`src/rtl/bcm_pkg.sv`:
```
package bcm_pkg;

    typedef enum logic [1:0] {
        ST_IDLE  = 2'd0,
        ST_PLANE = 2'd1,
        ST_BLANK = 2'd2
    } seq_state_t;

endpackage

```
`src/rtl/bcm_bright_mem.sv`:
```
module bcm_bright_mem #(
    parameter int ROWS  = 8,
    parameter int COLS  = 12,
    parameter int VAL_W = 8,
    localparam int ROW_W = $clog2(ROWS),
    localparam int COL_W = $clog2(COLS)
) (
    input  logic                    clk,
    input  logic                    rst_n,
    input  logic                    wr_en,
    input  logic [ROW_W-1:0]        wr_row,
    input  logic [COL_W-1:0]        wr_col,
    input  logic [VAL_W-1:0]        wr_val,
    input  logic [ROW_W-1:0]        rd_row,
    output logic [COLS*VAL_W-1:0]   rd_vals
);

    localparam logic [COL_W-1:0] COL_LIMIT = COL_W'(COLS);

    logic [VAL_W-1:0] cell_q [ROWS][COLS];
    logic             wr_ok;

    assign wr_ok = wr_en && (wr_col < COL_LIMIT);

    always_ff @(posedge clk or negedge rst_n) begin
        if (!rst_n) begin
            for (int r = 0; r < ROWS; r++) begin
                for (int c = 0; c < COLS; c++) begin
                    cell_q[r][c] <= '0;
                end
            end
        end else if (wr_ok) begin
            cell_q[wr_row][wr_col] <= wr_val;
        end
    end

    for (genvar gc = 0; gc < COLS; gc++) begin : g_rd
        assign rd_vals[gc*VAL_W +: VAL_W] = cell_q[rd_row][gc];
    end

endmodule

```
`src/rtl/bcm_gamma.sv`:
```
module bcm_gamma #(
    parameter int VAL_W  = 8,
    parameter int CODE_W = 12,
    localparam int SQ_W  = 2 * VAL_W
) (
    input  logic [VAL_W-1:0]  level,
    output logic [CODE_W-1:0] code
);

    logic [SQ_W-1:0] square;

    always_comb begin
        square = SQ_W'(level) * SQ_W'(level);
        code   = square[SQ_W-1 -: CODE_W];
    end

endmodule

```
`src/rtl/bcm_plane_seq.sv`:
```
module bcm_plane_seq
    import bcm_pkg::*;
#(
    parameter int CODE_W = 12,
    localparam int PL_W  = $clog2(CODE_W),
    localparam int CNT_W = CODE_W + 1
) (
    input  logic            clk,
    input  logic            rst_n,
    input  logic            start,
    output logic            load,
    output logic            busy,
    output logic            plane_on,
    output logic            done,
    output logic [PL_W-1:0] plane_idx
);

    localparam logic [PL_W-1:0] TOP_PLANE = PL_W'(CODE_W - 1);

    seq_state_t       state_q, state_d;
    logic [PL_W-1:0]  plane_q, plane_d;
    logic [CNT_W-1:0] cnt_q, cnt_d;
    logic [CNT_W-1:0] cnt_limit;
    logic             last_tick;

    assign cnt_limit = (CNT_W'(2) << plane_q) - CNT_W'(1);
    assign last_tick = (cnt_q == cnt_limit);

    // State register
    always_ff @(posedge clk or negedge rst_n) begin
        if (!rst_n) begin
            state_q <= ST_IDLE;
            plane_q <= '0;
            cnt_q   <= '0;
        end else begin
            state_q <= state_d;
            plane_q <= plane_d;
            cnt_q   <= cnt_d;
        end
    end

    // Next state
    always_comb begin
        state_d = state_q;
        plane_d = plane_q;
        cnt_d   = cnt_q;
        unique case (state_q)
            ST_IDLE: begin
                if (start) begin
                    state_d = ST_PLANE;
                    plane_d = '0;
                    cnt_d   = '0;
                end
            end
            ST_PLANE: begin
                if (last_tick) begin
                    cnt_d = '0;
                    if (plane_q == TOP_PLANE) begin
                        state_d = ST_BLANK;
                        plane_d = '0;
                    end else begin
                        plane_d = plane_q + PL_W'(1);
                    end
                end else begin
                    cnt_d = cnt_q + CNT_W'(1);
                end
            end
            ST_BLANK: begin
                state_d = ST_IDLE;
            end
            default: begin
                state_d = ST_IDLE;
            end
        endcase
    end

    // Outputs
    always_comb begin
        load      = 1'b0;
        busy      = 1'b0;
        plane_on  = 1'b0;
        done      = 1'b0;
        plane_idx = plane_q;
        unique case (state_q)
            ST_IDLE:  load = start;
            ST_PLANE: begin
                busy     = 1'b1;
                plane_on = 1'b1;
            end
            ST_BLANK: begin
                busy = 1'b1;
                done = 1'b1;
            end
            default: ;
        endcase
    end

    assert_done_single_R5: assert property (@(posedge clk) disable iff (!rst_n)
        done |=> !done);

    assert_plane_bound_R5: assert property (@(posedge clk) disable iff (!rst_n)
        plane_on |-> (plane_idx <= TOP_PLANE));

    assert_plane_step_R5: assert property (@(posedge clk) disable iff (!rst_n)
        (plane_on && last_tick && plane_idx != TOP_PLANE)
            |=> (plane_on && plane_idx == $past(plane_idx) + PL_W'(1)));

    assert_blank_after_top_R5: assert property (@(posedge clk) disable iff (!rst_n)
        (plane_on && last_tick && plane_idx == TOP_PLANE) |=> done);

    assert_count_hold_R4: assert property (@(posedge clk) disable iff (!rst_n)
        (plane_on && !last_tick) |=> (plane_on && $stable(plane_idx)));

endmodule

```
`src/rtl/bcm_column_driver.sv`:
```
module bcm_column_driver #(
    parameter int ROWS   = 8,
    parameter int COLS   = 12,
    parameter int VAL_W  = 8,
    parameter int CODE_W = 12,
    localparam int ROW_W = $clog2(ROWS),
    localparam int COL_W = $clog2(COLS),
    localparam int PL_W  = $clog2(CODE_W)
) (
    input  logic             clk,
    input  logic             rst_n,
    input  logic             wr_en,
    input  logic [ROW_W-1:0] wr_row,
    input  logic [COL_W-1:0] wr_col,
    input  logic [VAL_W-1:0] wr_val,
    input  logic             frame_start,
    input  logic [ROW_W-1:0] start_row,
    output logic [COLS-1:0]  col_n,
    output logic             frame_done
);

    logic [COLS*VAL_W-1:0]  row_vals;
    logic [COLS*CODE_W-1:0] row_codes;
    logic [COLS*CODE_W-1:0] code_q;
    logic                   load;
    logic                   busy;
    logic                   plane_on;
    logic [PL_W-1:0]        plane_idx;

    bcm_bright_mem #(
        .ROWS  (ROWS),
        .COLS  (COLS),
        .VAL_W (VAL_W)
    ) u_mem (
        .clk     (clk),
        .rst_n   (rst_n),
        .wr_en   (wr_en),
        .wr_row  (wr_row),
        .wr_col  (wr_col),
        .wr_val  (wr_val),
        .rd_row  (start_row),
        .rd_vals (row_vals)
    );

    for (genvar gc = 0; gc < COLS; gc++) begin : g_gamma
        bcm_gamma #(
            .VAL_W  (VAL_W),
            .CODE_W (CODE_W)
        ) u_gamma (
            .level (row_vals[gc*VAL_W +: VAL_W]),
            .code  (row_codes[gc*CODE_W +: CODE_W])
        );
    end

    bcm_plane_seq #(
        .CODE_W (CODE_W)
    ) u_seq (
        .clk       (clk),
        .rst_n     (rst_n),
        .start     (frame_start),
        .load      (load),
        .busy      (busy),
        .plane_on  (plane_on),
        .done      (frame_done),
        .plane_idx (plane_idx)
    );

    always_ff @(posedge clk or negedge rst_n) begin
        if (!rst_n) begin
            code_q <= '0;
        end else if (load) begin
            code_q <= row_codes;
        end
    end

    for (genvar gc = 0; gc < COLS; gc++) begin : g_col
        logic [CODE_W-1:0] col_code;
        assign col_code  = code_q[gc*CODE_W +: CODE_W];
        assign col_n[gc] = plane_on ? ~col_code[plane_idx] : 1'b1;
    end

    assert_dark_on_done_R5: assert property (@(posedge clk) disable iff (!rst_n)
        frame_done |-> (col_n == '1));

    assert_codes_hold_R9: assert property (@(posedge clk) disable iff (!rst_n)
        busy |=> $stable(code_q));

    // a start seen while busy must not relaunch plane 0 in the next cycle
    assert_start_ignored_R8: assert property (@(posedge clk) disable iff (!rst_n)
        (busy && frame_start) |=> $stable(code_q));

    assert_dark_idle_R6: assert property (@(posedge clk) disable iff (!rst_n)
        (!busy && !frame_start) |=> (col_n == '1 || busy));

endmodule

```
`config.mk`:
```
export PLATFORM = sky130hd
export DESIGN_NAME = bcm_column_driver
export DESIGN_NICKNAME = d
export VERILOG_FILES = /design/src/rtl/bcm_pkg.sv /design/src/rtl/bcm_bright_mem.sv /design/src/rtl/bcm_gamma.sv /design/src/rtl/bcm_plane_seq.sv /design/src/rtl/bcm_column_driver.sv
export SDC_FILE = /design/constraint.sdc
export NUM_CORES = 2
export LEC_CHECK = 0
export CAP_MARGIN = 20
export CORE_MARGIN = 3
export CORE_UTILIZATION = 55
export DETAILED_ROUTE_END_ITERATION = 10
export DONT_BUFFER_PORTS = 1
export PLACE_DENSITY_LB_ADDON = 0.05
export RECOVER_POWER = 50
export SYNTH_ARGS = -nofsm -noshare
export SYNTH_HDL_FRONTEND = slang
export SYNTH_SLANG_ARGS = --single-unit
```
`constraint.sdc`:
```
create_clock -name clk -period 5.05 [get_ports clk]
set_clock_uncertainty 0.1 [all_clocks]
set_input_delay 1.2625 -clock clk [delete_from_list [all_inputs] [get_ports clk]]
set_output_delay 1.2625 -clock clk [all_outputs]
set_load 0.01 [all_outputs]
```
Yosys cells after proc, flatten, opt, wreduce, memory -nomap -nowiden
Index checks and enable logic that the tools add are counted.

storage, ports and cells
  output and inout port bits = 13
  logic and storage cells = 211
  bits in registers = 931
  bits of input ports = 22

cells by class
  $add $sub $neg = 3
  muxes and demuxes = 58
  reductions and logical operators = 8
  equality and inequality tests = 7
  shifts and indexed selects = 1
  bitwise operators = 15
  magnitude comparators = 7
  multipliers = 12

operator list
  cell                                                        count
  bitwise mux 768 bit                                         1
  binary-select mux 96 bit (select 3 bit)                     1
  demux 96 bit (select 3 bit)                                 1
  2-to-1 mux 96 bit                                           3
  multiplier 8 x 8 -> 16 bit                                  12
  binary-select mux 1 bit (select 4 bit)                      12
  demux 8 bit (select 4 bit)                                  1
  2-to-1 mux 1 bit                                            27
  2-to-1 mux 13 bit                                           2
  one-hot mux 13 bit (2 select lines)                         1
  adder 13 x 1 -> 13 bit, second input constant               1
  == test 13 bit                                              1
  left shift 2 x 4 -> 13 bit, first input constant            1
  subtractor 13 x 2 -> 13 bit, second input constant          1
  2-to-1 mux 4 bit                                            3
  NOT 1 bit                                                   12
  greater-or-equal comparator 4 bit, second input constant    2
  2-to-1 mux 8 bit                                            1
  NOT 3 -> 4 bit                                              2
  one-hot mux 4 bit (2 select lines)                          1
  2-to-1 mux 2 bit                                            3
  AND reduction 3 bit                                         2
  greater-or-equal comparator 5 bit, second input constant    1
  less-than comparator 4 x 5 -> 1 bit, second input constant  1
  15 further kinds                                            18

Depth between registers and ports, before layout
  word-level depth = 8
  mapped depth = 27
  mapped depth without buffers = 20

Hierarchy
From an unflattened synthesis, not the netlist that was laid out.

unflattened totals
  cells, all modules = 5,146
  area total of the unflattened synthesis = 63,519.7 µm²

modules (own cells, without submodules)
  module                                times used  seq. area each (µm²)  cells each  area each (µm²)
  bcm_bright_mem                        1           19,218.4              2,150       35,150.0
  bcm_gamma at g_gamma[4].u_gamma ...   6           0.0                   195         1,671.6
  bcm_gamma at g_gamma[10].u_gamma ...  4           0.0                   196         1,671.6
  bcm_column_driver                     1           3,603.5               444         6,552.5
  bcm_plane_seq                         1           475.5                 207         1,726.7
  bcm_gamma at g_gamma[3].u_gamma       1           0.0                   196         1,692.9
  bcm_gamma at g_gamma[0].u_gamma       1           0.0                   195         1,681.6

Worst setup path before layout
No wires, ideal clock.

  kind = input -> register
  from = input start_row[0]
  to = register code_q[34]
  path slack = -2.073 ns
  buffers on the path = 7
  data required time = 4.825 ns
  arrival = 6.898 ns
  library setup time = 0.125 ns
  stages on the path = 23
  path through = buf_6 buf_12 buf_12 buf_6 buf_6 buf_6 buf_4 mux4_2 mux2i_1 nor2_1 fa_1 fa_1 inv_1 fa_1 fa_1 inv_1 ha_1 nand3_1 a211oi_1 or3_1 a31o_2 xor2_1 mux2_2

between the ends
  cells in the longest elaborated chain, start to end = 5

RTL lines
  element                                  line                     source
  from (decl)                              bcm_column_driver.sv:17  input logic [ROW_W-1:0] start_row,
  NOT 3 -> 4 bit (not written as such)     bcm_bright_mem.sv:38     assign rd_vals[gc*VAL_W +: VAL_W] = cell_q[rd_row][gc];
  binary-select mux 96 bit (select 3 bit)  bcm_bright_mem.sv:38
  2-to-1 mux 96 bit (2 in a row)           -
  multiplier 8 x 8 -> 16 bit               bcm_gamma.sv:13          square = SQ_W'(level) * SQ_W'(level);
  to (signal assigned)                     bcm_column_driver.sv:72  code_q <= row_codes;
  to (decl)                                bcm_column_driver.sv:24  logic [COLS*CODE_W-1:0] code_q;

Every way passes these cells. The select of a mux whose other input is x is not followed.
A chain may end at the register's enable or synchronous reset.

Final worst setup path
  from = input start_row[0]
  to = register code_q[131]

Same word-level chain as after synthesis.

==> run metrics <==
top_reg_cell synth dfrtp_1; largest family of logic cells by synthesized area multiplexers; die width 340.3 um; final WL 141900 um; Max-Cap Viols 1; H-tree levels 3; Hold Fails Final Rpt 0; most frequent cells in the layout dfrtp_1, mux2_2, buf_4; min Tclk post-route 5.407 ns; Rows 122; Final nets 6549; Crit. End Element register; CORE AREA 0.1108 mm2; sequential fraction of the synthesis area 0.3790; Detailed Place HPWL 92760 um; status complete, but fails checks; DRC 0; Hold Path Class input pin to asynchronous set/reset pin; crit path DAT 5.86 ns; hold_ws 0.1794 ns; Achievable Freq 0.1849 GHz; clock input transition at the sequential cells of the worst setup and hold paths 0.06 ns; Final Setup Violations 67; Post-synth EDFFs 0; fraction of layout cells with a size suffix above 1 0.4281; Ant. Diodes 0; flop2flop setup slack 0.15 ns; Worst Max-Slew Pin Slew 3.136 ns; Cell Area, Synth 0.06147 mm2; Routed WL per cell 19.03 um; initial antenna violation count 1; remaining global-route overflow 0; Skew-Pair Late Insertion Delay 0.68 ns; Ys Warns 0; Max-slew headroom -1.091; failing checks capacitance limit, slew limit, setup timing; I/O Buffers 0; GP Congestion 0.8092; Slew Limit Fails 228; complex-gate fraction of the synthesized area 0.04266; largest net degree at the start of global routing 932; GRT busiest layer met2; area delta synth->final 22.14%; CTS max path bufs 3; CTS Buf Count 101; RSZ-0062 raised after global routing yes; CTS Sinks 931; DRT Pass-1 Iters 5; most common cell after layout, fill and taps aside dfrtp_1; leakage 36.01 nW; Reg2Reg Depth 18; DP Area 0.06897 mm2; Pwr per Cell Area 256.7 mW/mm2; Netlist cell types 76; DR iter-0 viols 1801; chip height 340.3 um; final period utilization 1.071; met3 Resource Use GR 0.03120; antenna viol nets, final 0; vias 41100; post-route cell area 0.07508 mm2; GRT Overall Usage 0.2487; M1 GR Usage 0.3474; Root Driver clkbuf_16; CTS tree done; number of hold buffers added after cts 0; die area 0.1158 mm2; DR vias/cell 5.512; #FFs+latches synth 931; Synth async-reset ratio 1.000; Post-Synthesis Cells 5251; CP max FO 196; Syn Nets 5911; number of global-route vias before repair 43480; Reg2Reg Capture Point code_q[131]; Post-Synth XOR/XNOR Area 0.02622; Req. time, crit path 5.50 ns; global-route wire length before repair 232300 um; Startpoint Class input pin; post-synthesis adder-cell area fraction 0.1665; VDD IR max 0.3139 mV; worst r2r src u_mem.cell_q[11]; Initial Utilization 0.5547; simple logic cell fraction of the synthesized area 0.08820; met2 Use GR 0.4192; mux cell area share after synthesis 0.2456; final worst slack -0.3572 ns; syn avg cell area 11.71 um2; critical path type input pin to register; io pins 35
## where the power goes
part           internal, W  leakage, nW  switching [W]
clock              0.00460         1.70        0.00313
sequential         0.00796         12.7       0.000244
combinational      0.00185         21.6        0.00149
## worst max-delay path by stage
| stage | start | end | slack (ns) | cells past startpoint |
|---|---|---|---|---|
| after floorplan | start_row[0] | code_q[34] | -1.49 | 24 |
| after CTS | start_row[0] | code_q[34] | -0.22 | 19 |
| after global routing | start_row[0] | code_q[131] | -0.47 | 20 |
| after detailed placement | start_row[0] | code_q[131] | -1.05 | 19 |
| after global placement | start_row[0] | code_q[10] | -0.95 | 17 |
| final | start_row[0] | code_q[131] | -0.36 | 18 |
## synth_stat cells, types with 21 or more instances
master / n / area [um2]
a211oi_1: 27 / 202.7
a21o_1: 38 / 285.3
a21oi_1: 103 / 515.5
and3_1: 21 / 131.4
buf_2: 35 / 175.2
clkbuf_1: 168 / 630.6
dfrtp_1: 931 / 23300
fa_1: 300 / 6006
ha_1: 338 / 4229
inv_1: 549 / 2061
mux2_2: 770 / 8671
mux2i_1: 90 / 900.9
mux4_2: 217 / 4887
nand2_1: 340 / 1276
nand2b_1: 46 / 287.8
nand3_1: 73 / 365.4
nor2_1: 425 / 1595
nor3_1: 67 / 335.3
o21ai_0: 130 / 650.6
or2_2: 71 / 444.2
or3_1: 39 / 244.0
xnor2_1: 144 / 1261
xor2_1: 40 / 350.3
## metal layers
layer,up-vias,part of all wire,wire length [um]
li1,19320,-,-
met1,21070,0.46,64720
met2,531,0.49,69140
met3,175,0.034,4829
met4,0,0.022,3170
met5,-,0,0
## sequential cells by signal, indices dropped and copies added, names as in the netlist
name and cells:
code_q 144, u_seq.state_q 2, u_seq.cnt_q 13, u_mem.cell_q 768, u_seq.plane_idx 4
## cell families (layout without fill, tap and decap cells)
group	Yosys count	in the layout
mux	1111	1111
fa+ha+maj	638	638
simple gates	1185	1185
xor+xnor	184	184
buf+inv	790	1507
flops	931	931
compound gates	412	412
## final cells by class
| cell class | count | area, um2 |
|---|---|---|
| clock inverters | 43 | 559.3 |
| repair buffers | 775 | 6156 |
| flip-flops and latches | 931 | 23300 |
| fillers | 8376 | 35740 |
| multi-input cells | 3530 | 38210 |
| clock buffers | 139 | 2922 |
| inverters | 550 | 2067 |
| well taps | 1488 | 1862 |
## through the flow
step / utilization / total power (W) / setup TNS, ns / std cells / setup WS (ns)
2_1_floorplan: - / 0.01048 / -124.72 / 5251 / -1.491
3_3_place_gp: 0.6222 / 0.01113 / -70.79 / 7160 / -0.9500
3_5_place_dp: 0.6223 / 0.01123 / -78.91 / 7161 / -1.048
4_1_cts: 0.6658 / 0.01919 / -4.562 / 7420 / -0.2157
5_1_grt: 0.6775 / 0.02013 / -43.95 / 7456 / -0.4684
6_report: 0.6775 / 0.01927 / -10.59 / 7456 / -0.3572
## critical path, cell delays in order
cell	delay [ns]
mux4_2	0.45
mux2i_1	0.07
buf_4	0.20
buf_12	0.13
or2_4	0.22
fa_1	0.54
inv_2	0.05
fa_1	0.48
fa_1	0.49
inv_1	0.05
fa_1	0.50
inv_2	0.05
ha_4	0.18
a211oi_4	0.25
o31ai_2	0.13
o41ai_2	0.38
xnor2_1	0.16
o21ai_1	0.07
## what timing repair did
action                                  in CTS  in global routing
gates resized for setup                    176                223
pin swaps                                  118                165
buffers inserted                            83                 38
endpoints found under the setup margin      62                 98
Note: power is estimated with default switching activity, not from simulation.
